## src/rtl/mii_rx_pkg.sv

```systemverilog
package mii_rx_pkg;
  localparam int unsigned NIB_W = 4;

  localparam logic [NIB_W-1:0] PRE_NIB = 4'h5;
  localparam logic [NIB_W-1:0] SFD_NIB = 4'hD;
  localparam logic [NIB_W-1:0] ERR_NIB = 4'hE;

  typedef struct packed {
    logic             vld;
    logic             err;
    logic [NIB_W-1:0] nib;
  } nib_t;

  typedef enum logic {
    ST_HUNT = 1'b0,
    ST_PASS = 1'b1
  } hunt_st_e;
endpackage

```

## src/rtl/mii_rx_stage.sv

```systemverilog
module mii_rx_stage
  import mii_rx_pkg::*;
(
  input  logic clk_i,
  input  logic rst_ni,
  input  nib_t d_i,
  output nib_t q_o
);
  always_ff @(posedge clk_i or negedge rst_ni) begin
    if (!rst_ni) q_o <= '0;
    else         q_o <= d_i;
  end
endmodule

```

## src/rtl/mii_rx_sfd_hunt.sv

```systemverilog
module mii_rx_sfd_hunt
  import mii_rx_pkg::*;
(
  input  logic clk_i,
  input  logic rst_ni,
  input  logic speed_100_i,
  input  nib_t cur_i,
  input  nib_t held_i,
  output logic emit_o
);
  hunt_st_e st_q, st_d;
  logic     sfd_hit;

  // held nibble is the 5, current nibble is the D
  assign sfd_hit = held_i.vld && (held_i.nib == PRE_NIB) &&
                   cur_i.vld  && (cur_i.nib  == SFD_NIB);

  always_comb begin
    st_d   = st_q;
    emit_o = 1'b0;
    if (speed_100_i) begin
      st_d = ST_HUNT;
    end else begin
      unique case (st_q)
        ST_HUNT: begin
          emit_o = sfd_hit;
          if (sfd_hit) st_d = ST_PASS;
        end
        ST_PASS: begin
          emit_o = held_i.vld;
          if (!held_i.vld) st_d = ST_HUNT;
        end
        default: st_d = ST_HUNT;
      endcase
    end
  end

  always_ff @(posedge clk_i or negedge rst_ni) begin
    if (!rst_ni) st_q <= ST_HUNT;
    else         st_q <= st_d;
  end
endmodule

```

## src/rtl/mii_rx_out_reg.sv

```systemverilog
module mii_rx_out_reg
  import mii_rx_pkg::*;
(
  input  logic             clk_i,
  input  logic             rst_ni,
  input  logic             speed_100_i,
  input  nib_t             cur_i,
  input  nib_t             held_i,
  input  logic             emit_i,
  output logic [NIB_W-1:0] rxd_o,
  output logic             rx_dv_o,
  output logic             rx_er_o
);
  logic [NIB_W-1:0] rxd_d;
  logic             dv_d, er_d;

  always_comb begin
    if (speed_100_i) begin
      dv_d  = cur_i.vld;
      er_d  = cur_i.vld && cur_i.err;
      rxd_d = !cur_i.vld ? '0 : (cur_i.err ? ERR_NIB : cur_i.nib);
    end else begin
      dv_d  = emit_i;
      er_d  = 1'b0;
      rxd_d = emit_i ? held_i.nib : '0;
    end
  end

  always_ff @(posedge clk_i or negedge rst_ni) begin
    if (!rst_ni) begin
      rxd_o   <= '0;
      rx_dv_o <= 1'b0;
      rx_er_o <= 1'b0;
    end else begin
      rxd_o   <= rxd_d;
      rx_dv_o <= dv_d;
      rx_er_o <= er_d;
    end
  end
endmodule

```

## src/rtl/mii_rx_framer.sv

```systemverilog
module mii_rx_framer
  import mii_rx_pkg::*;
(
  input  logic             clk_i,
  input  logic             rst_ni,
  input  logic             speed_100_i,
  input  logic             frame_i,
  input  logic [NIB_W-1:0] nib_i,
  input  logic             sym_err_i,
  output logic [NIB_W-1:0] rxd_o,
  output logic             rx_dv_o,
  output logic             rx_er_o
);
  nib_t cur, held;
  logic emit;

  assign cur.vld = frame_i;
  assign cur.err = sym_err_i;
  assign cur.nib = nib_i;

  mii_rx_stage u_stage (
    .clk_i  (clk_i),
    .rst_ni (rst_ni),
    .d_i    (cur),
    .q_o    (held)
  );

  mii_rx_sfd_hunt u_hunt (
    .clk_i       (clk_i),
    .rst_ni      (rst_ni),
    .speed_100_i (speed_100_i),
    .cur_i       (cur),
    .held_i      (held),
    .emit_o      (emit)
  );

  mii_rx_out_reg u_out (
    .clk_i       (clk_i),
    .rst_ni      (rst_ni),
    .speed_100_i (speed_100_i),
    .cur_i       (cur),
    .held_i      (held),
    .emit_i      (emit),
    .rxd_o       (rxd_o),
    .rx_dv_o     (rx_dv_o),
    .rx_er_o     (rx_er_o)
  );
endmodule

```

## config.mk

```make
export PLATFORM = sky130hd
export DESIGN_NAME = mii_rx_framer
export DESIGN_NICKNAME = d
export VERILOG_FILES = /design/src/rtl/mii_rx_pkg.sv /design/src/rtl/mii_rx_stage.sv /design/src/rtl/mii_rx_sfd_hunt.sv /design/src/rtl/mii_rx_out_reg.sv /design/src/rtl/mii_rx_framer.sv
export SDC_FILE = /design/constraint.sdc
export NUM_CORES = 1
export LEC_CHECK = 0
export ABC_AREA = 1
export CORE_AREA = 2 2 39 41
export CTS_BUF_LIST = sky130_fd_sc_hd__clkbuf_4 sky130_fd_sc_hd__clkbuf_8
export CTS_CLUSTER_SIZE = 30
export DETAILED_ROUTE_END_ITERATION = 10
export DIE_AREA = 0 0 41 43
export GPL_TIMING_DRIVEN = 0
export PLACE_DENSITY = 0.61
export SYNTH_ARGS = -nofsm -noshare
export SYNTH_HDL_FRONTEND = slang
export SYNTH_SLANG_ARGS = --single-unit
```

## constraint.sdc

```tcl
create_clock -name clk_i -period 1.44 [get_ports clk_i]
set_input_delay 0.144 -clock clk_i [delete_from_list [all_inputs] [get_ports clk_i]]
set_output_delay 0.144 -clock clk_i [all_outputs]
set_load 0.03 [all_outputs]
```

After elaboration in Yosys (flattened, before gate mapping)
Cells that the tools add are included.

cells by class
  add/sub/neg operators = 0
  multiply operators = 0
  div/mod/pow operators = 0
  magnitude comparators = 0
  eq/ne operators = 2
  shift operators = 0
  multiplexer cells = 12
  bitwise operators = 1
  reductions and logical operators = 4

operators by type and width
  operator                                             number
  2-to-1 mux 4 bit                                     4
  2-to-1 mux 1 bit                                     6
  equality test 4 x 3 -> 1 bit, second input constant  1
  equality test 4 bit, second input constant           1
  logical AND 1 bit                                    4
  one-hot mux 1 bit (2 select lines)                   2
  inverter 1 bit                                       1

word-level totals
  bits in registers = 12
  bits in latches = 0
  RAM bits = 0
  bits in read-only memories = 0
  bits of input ports = 9
  output and inout bits = 6
  word-level logic and storage cells = 25
  memories = 0

Logic depth before layout (Yosys ltp)
Gate-level depths: netlist of the first run.

  word-level depth = 8
  gate-level depth with buffers = 7
  mapped depth without buffers = 7

By module
From an unflattened synthesis of the first run, not the netlist that was laid out.

second synthesis, totals
  cell total of the unflattened synthesis = 48
  area total of the unflattened synthesis = 480.5 um2

by module, submodules not included
  module           instances  cells an instance  area each (um2)  seq. area each (um2)
  mii_rx_out_reg   1          27                 244.0            150.1
  mii_rx_stage     1          6                  150.1            150.1
  mii_rx_sfd_hunt  1          15                 86.3             25.0

Worst setup path before layout of the first run
Ideal clock, no wire load.

  path type = register to register
  from = register u_stage.q_o[1] (netlist bit)
  to = register u_out.rxd_o[1]
  library setup time = 65 ps
  data arrival time = 789 ps
  required time = 1375 ps
  slack = 586 ps
  stages on the path, launching flop included = 8
  path buffers = 0
  clock period less this slack = 854 ps
  cell sequence = dfrtp_1 -> inv_1 -> nand2_1 -> nor2_1 -> nand3_1 -> nand2_2 -> nand3_1 -> nand2_1

on the way
  longest elaborated chain between the ends = 8

RTL lines
  what                                RTL line               source
  start, declared                     mii_rx_stage.sv:7      output nib_t q_o
  start signal, assigned              mii_rx_stage.sv:11     else q_o <= d_i;
  equality test 4 x 3 -> 1 bit        mii_rx_sfd_hunt.sv:15  assign sfd_hit = held_i.vld && (held_i.nib == PRE_NIB) &&
  logical AND 1 bit (2 in series)     mii_rx_sfd_hunt.sv:15
  logical AND 1 bit                   mii_rx_sfd_hunt.sv:16  cur_i.vld && (cur_i.nib == SFD_NIB);
  one-hot mux 1 bit (2 select lines)  mii_rx_sfd_hunt.sv:24  unique case (st_q)
  2-to-1 mux 1 bit                    mii_rx_sfd_hunt.sv:21  if (speed_100_i) begin
  2-to-1 mux 4 bit *                  mii_rx_out_reg.sv:25   rxd_d = emit_i ? held_i.nib : '0;
  2-to-1 mux 4 bit *                  mii_rx_out_reg.sv:18   if (speed_100_i) begin
  via u_out.rxd_d[1]                  mii_rx_out_reg.sv:14   logic [NIB_W-1:0] rxd_d;
  end signal, assigned                mii_rx_out_reg.sv:35   rxd_o <= rxd_d;
  end, declared                       mii_rx_out_reg.sv:10   output logic [NIB_W-1:0] rxd_o,

The timed path passes the listed nets; every way through them passes the cells marked *.

Worst setup path after layout of the first run
  from = register u_out.rx_er_o
  to = output port rx_er_o

RTL lines
  what                    RTL line              source
  start, declared         mii_rx_out_reg.sv:12  output logic rx_er_o
  start signal, assigned  mii_rx_out_reg.sv:37  rx_er_o <= er_d;
  end, declared           mii_rx_framer.sv:12   output logic rx_er_o

No word-level cell between the ends.

==> flow_metrics.py, run 1 <==
metrics = {
    "finish": {
        "final_nets": 72,
        "final_core_util": 0.463,
        "area_growth_pct": 47.6,
        "drive_gt1_frac": 0.0806,
        "final_cell_area_sq_um": 641,
        "insertedDiodeCount": 0,
        "fill_cells": 132,
        "fin_cells": 78,
    },
    "grt": {
        "grt_first_pass_wirelength_microns": 1370,
        "grt_usage": 0.120,
        "overflow": 0,
        "met1_usage": 0.159,
        "globalRouteMet3Util": 0.0366,
        "grt_busiest_layer": "met1",
        "grt_max_degree": 13,
        "antenna_found_initial": 0,
        "grt_pass1_vias": 346,
        "met2_usage": 0.153,
    },
    "detailed_routing": {
        "vias_per_cell": 4.40,
        "dr_total_vias": 343,
        "wl_per_cell_microns": 10.8,
        "drc": 0,
        "ant_nets": 0,
        "dr.pass1.iters": 4,
        "drt_wl_total_microns": 844,
        "drt_iter0_drc": 6,
    },
    "sta": {
        "rsz0062_at_grt": "no",
        "slew_headroom": 0.650,
        "fin_crit_ns": 1.39,
        "tns_ns": 0,
        "max_slew.worst_pin.slew_ns": 0.524,
        "drv_slew": 0,
        "post-route-period-util": 0.965,
        "setup_viol": 0,
        "hold_viol_final": 0,
        "worst_clock_skew_ns": 0.00589,
        "clock.fmax_mhz": 719,
    },
    "worst_setup_path": {
        "critPathKind": "flop to output port",
        "cp_slowest_cell": "clkdlybuf4s50_1",
        "cp.buffers_inverters": 1,
        "end_kind": "output port",
        "critical-path-top-delay-family": "buffers and inverters",
        "cp.required_ns": 1.30,
        "critPathLaunchType": "flop",
        "cp_cell_sequence": "clkdlybuf4s50_1",
        "critical_path_arrival_ns": 1.25,
        "crit_fanout": 1,
        "cp_slowest_stage_delay_ns": 0.66,
    },
    "run_status": {
        "status": "finished, final reports clean",
    },
    "yosys": {
        "synth_cell_types": 7,
        "yosysSeqAreaShare": 0.692,
        "synth_seq_cells": 12,
        "syn_area_per_cell_sq_um": 9.87,
        "syn_inst": 44,
        "synth_nets": 53,
        "ys_warn_count": 0,
        "syn_area_sq_um": 434,
    },
    "flow_run": {
        "maxCapViolCount": 0,
    },
    "clocking": {
        "insertion_delay_ns": 0.27,
        "cts_tree": "yes",
        "cts.sinks": 12,
        "htreeDepth": 1,
        "clkTransAtPathRegs_ns": 0.08,
        "cts-buffers-inserted": 3,
        "root_buffer": "clkbuf_4",
        "hold_buffers": 0,
        "cts_buffer_depth": 2,
    },
    "floorplanning": {
        "start_util": 0.314,
        "die-area_sq_um": 1760,
        "ios": 15,
        "coreArea_sq_um": 1380,
        "fp.dieH_microns": 43,
        "die_width_microns": 41,
        "std_cell_rows": 14,
    },
    "place": {
        "port_buffers": 14,
        "dpl_cell_area_sq_um": 594,
        "place_inst": 74,
        "place.gp.congestion": 0.774,
    },
    "power_and_ir_drop": {
        "cellPowerDensity_nw_per_um2": 1090,
        "peakVddDrop_mv": 0.463,
        "p_total_uw": 700,
        "leakage_nw": 0.390,
    },
    "hold_path": {
        "hold_class": "input pin to async pin",
    },
}
-- path summary, 6_finish.rpt --
kind / start / endpoint / slack [ns] / depth (start not counted)
max: u_out.rx_er_o$_DFF_PN0_ / rx_er_o / 0.05 / 1
min: rst_ni / u_out.rxd_o[0]$_DFF_PN0_ / 0.22 / 1
max reg2reg: u_stage.q_o[1]$_DFF_PN0_ / u_out.rxd_o[1]$_DFF_PN0_ / 0.47 / 7
min reg2reg: u_stage.q_o[1]$_DFF_PN0_ / u_out.rxd_o[1]$_DFF_PN0_ / 0.51 / 2
max in group asynchronous: rst_ni / u_out.rx_er_o$_DFF_PN0_ / 0.87 / 1
min in group clk_i: frame_i / u_stage.q_o[5]$_DFF_PN0_ / 0.36 / 1
-- layout make-up --
class	count	area, sq um	share of cell area
sequential	12	300	0.469
clock buffer	4	36.3	0.0566
tap	16	20.0	0.0313
multi-input combinational	25	108	0.168
timing repair buffer	14	150	0.234
inverter	7	26.3	0.0410
-- synth_stat cells (all sizes together) --
| library cell | number | area [sq um] |
|---|---|---|
| inv | 7 | 26.3 |
| o21ai | 3 | 15.0 |
| nand2 | 11 | 43.8 |
| nand3 | 6 | 30.0 |
| dfrtp | 12 | 300 |
| nor2 | 5 | 18.8 |
-- per-stage QoR --
| step | worst slack [ns] | hold WS, ns |
|---|---|---|
| 2_1_floorplan | 0.586 | -0.152 |
| 3_3_place_gp | 0.195 | 0.478 |
| 3_5_place_dp | 0.195 | 0.491 |
| 4_1_cts | 0.0237 | 0.238 |
| 5_1_grt | 0.0142 | 0.251 |
| 6_report | 0.0500 | 0.217 |
-- placed cells by master (no fill, tap or decap) --
cell type / count
dfrtp_1: 12
nand2_1: 10
clkdlybuf4s50_1: 10
inv_1: 7
nand3_1: 6
nor2_1: 5
dlymetal6s2s_1: 4
o21ai_0: 3
clkbuf_4: 3
nand2_2: 1
clkbuf_8: 1
-- timing repair --
action                     CTS  global route
buffers inserted             0             0
setup endpoints to repair    0             4
gates resized for setup      0             4
-- state kept, by name, indices dropped and copies added, names as in the netlist --
register	flops
u_hunt.st_q	1
u_out.rx_dv_o	1
u_stage.q_o	5
u_out.rx_er_o	1
u_out.rxd_o	4
-- kinds of logic (layout without fill, tap and decap cells) --
| logic type | count (synthesis) | after routing | synth area share |
|---|---|---|---|
| flip-flops | 12 | 12 | 0.692 |
| AO/OA/AOI/OAI | 3 | 3 | 0.0346 |
| buffers and inverters | 7 | 25 | 0.0605 |
| AND/OR/NAND/NOR | 22 | 22 | 0.213 |
-- power breakdown --
part | total [mW] | switching (mW) | leakage, nW | internal (mW)
sequential | 0.356 | 0.00478 | 0.152 | 0.351
combinational | 0.0804 | 0.0434 | 0.217 | 0.0369
clock | 0.264 | 0.110 | 0.0210 | 0.153
total | 0.700 | 0.158 | 0.390 | 0.542
-- metal layers --
layer	up-vias	share of wire
met5	-	0
met4	0	0.017
met3	2	0.072
met2	13	0.49
met1	158	0.42
li1	170	-
Power figures use the tool's default switching activity.
==> run 2: changes to the inputs <==
--- a/config.mk
+++ b/config.mk
@@ -6,6 +6,7 @@
 export NUM_CORES = 1
 export LEC_CHECK = 0
 export ABC_AREA = 1
+export CAP_MARGIN = 20
 export CORE_AREA = 2 2 39 41
 export CTS_BUF_LIST = sky130_fd_sc_hd__clkbuf_4 sky130_fd_sc_hd__clkbuf_8
 export CTS_CLUSTER_SIZE = 30
==> results of run 2 <==
Final layout, timing and power as in run 1 (identical DEF).
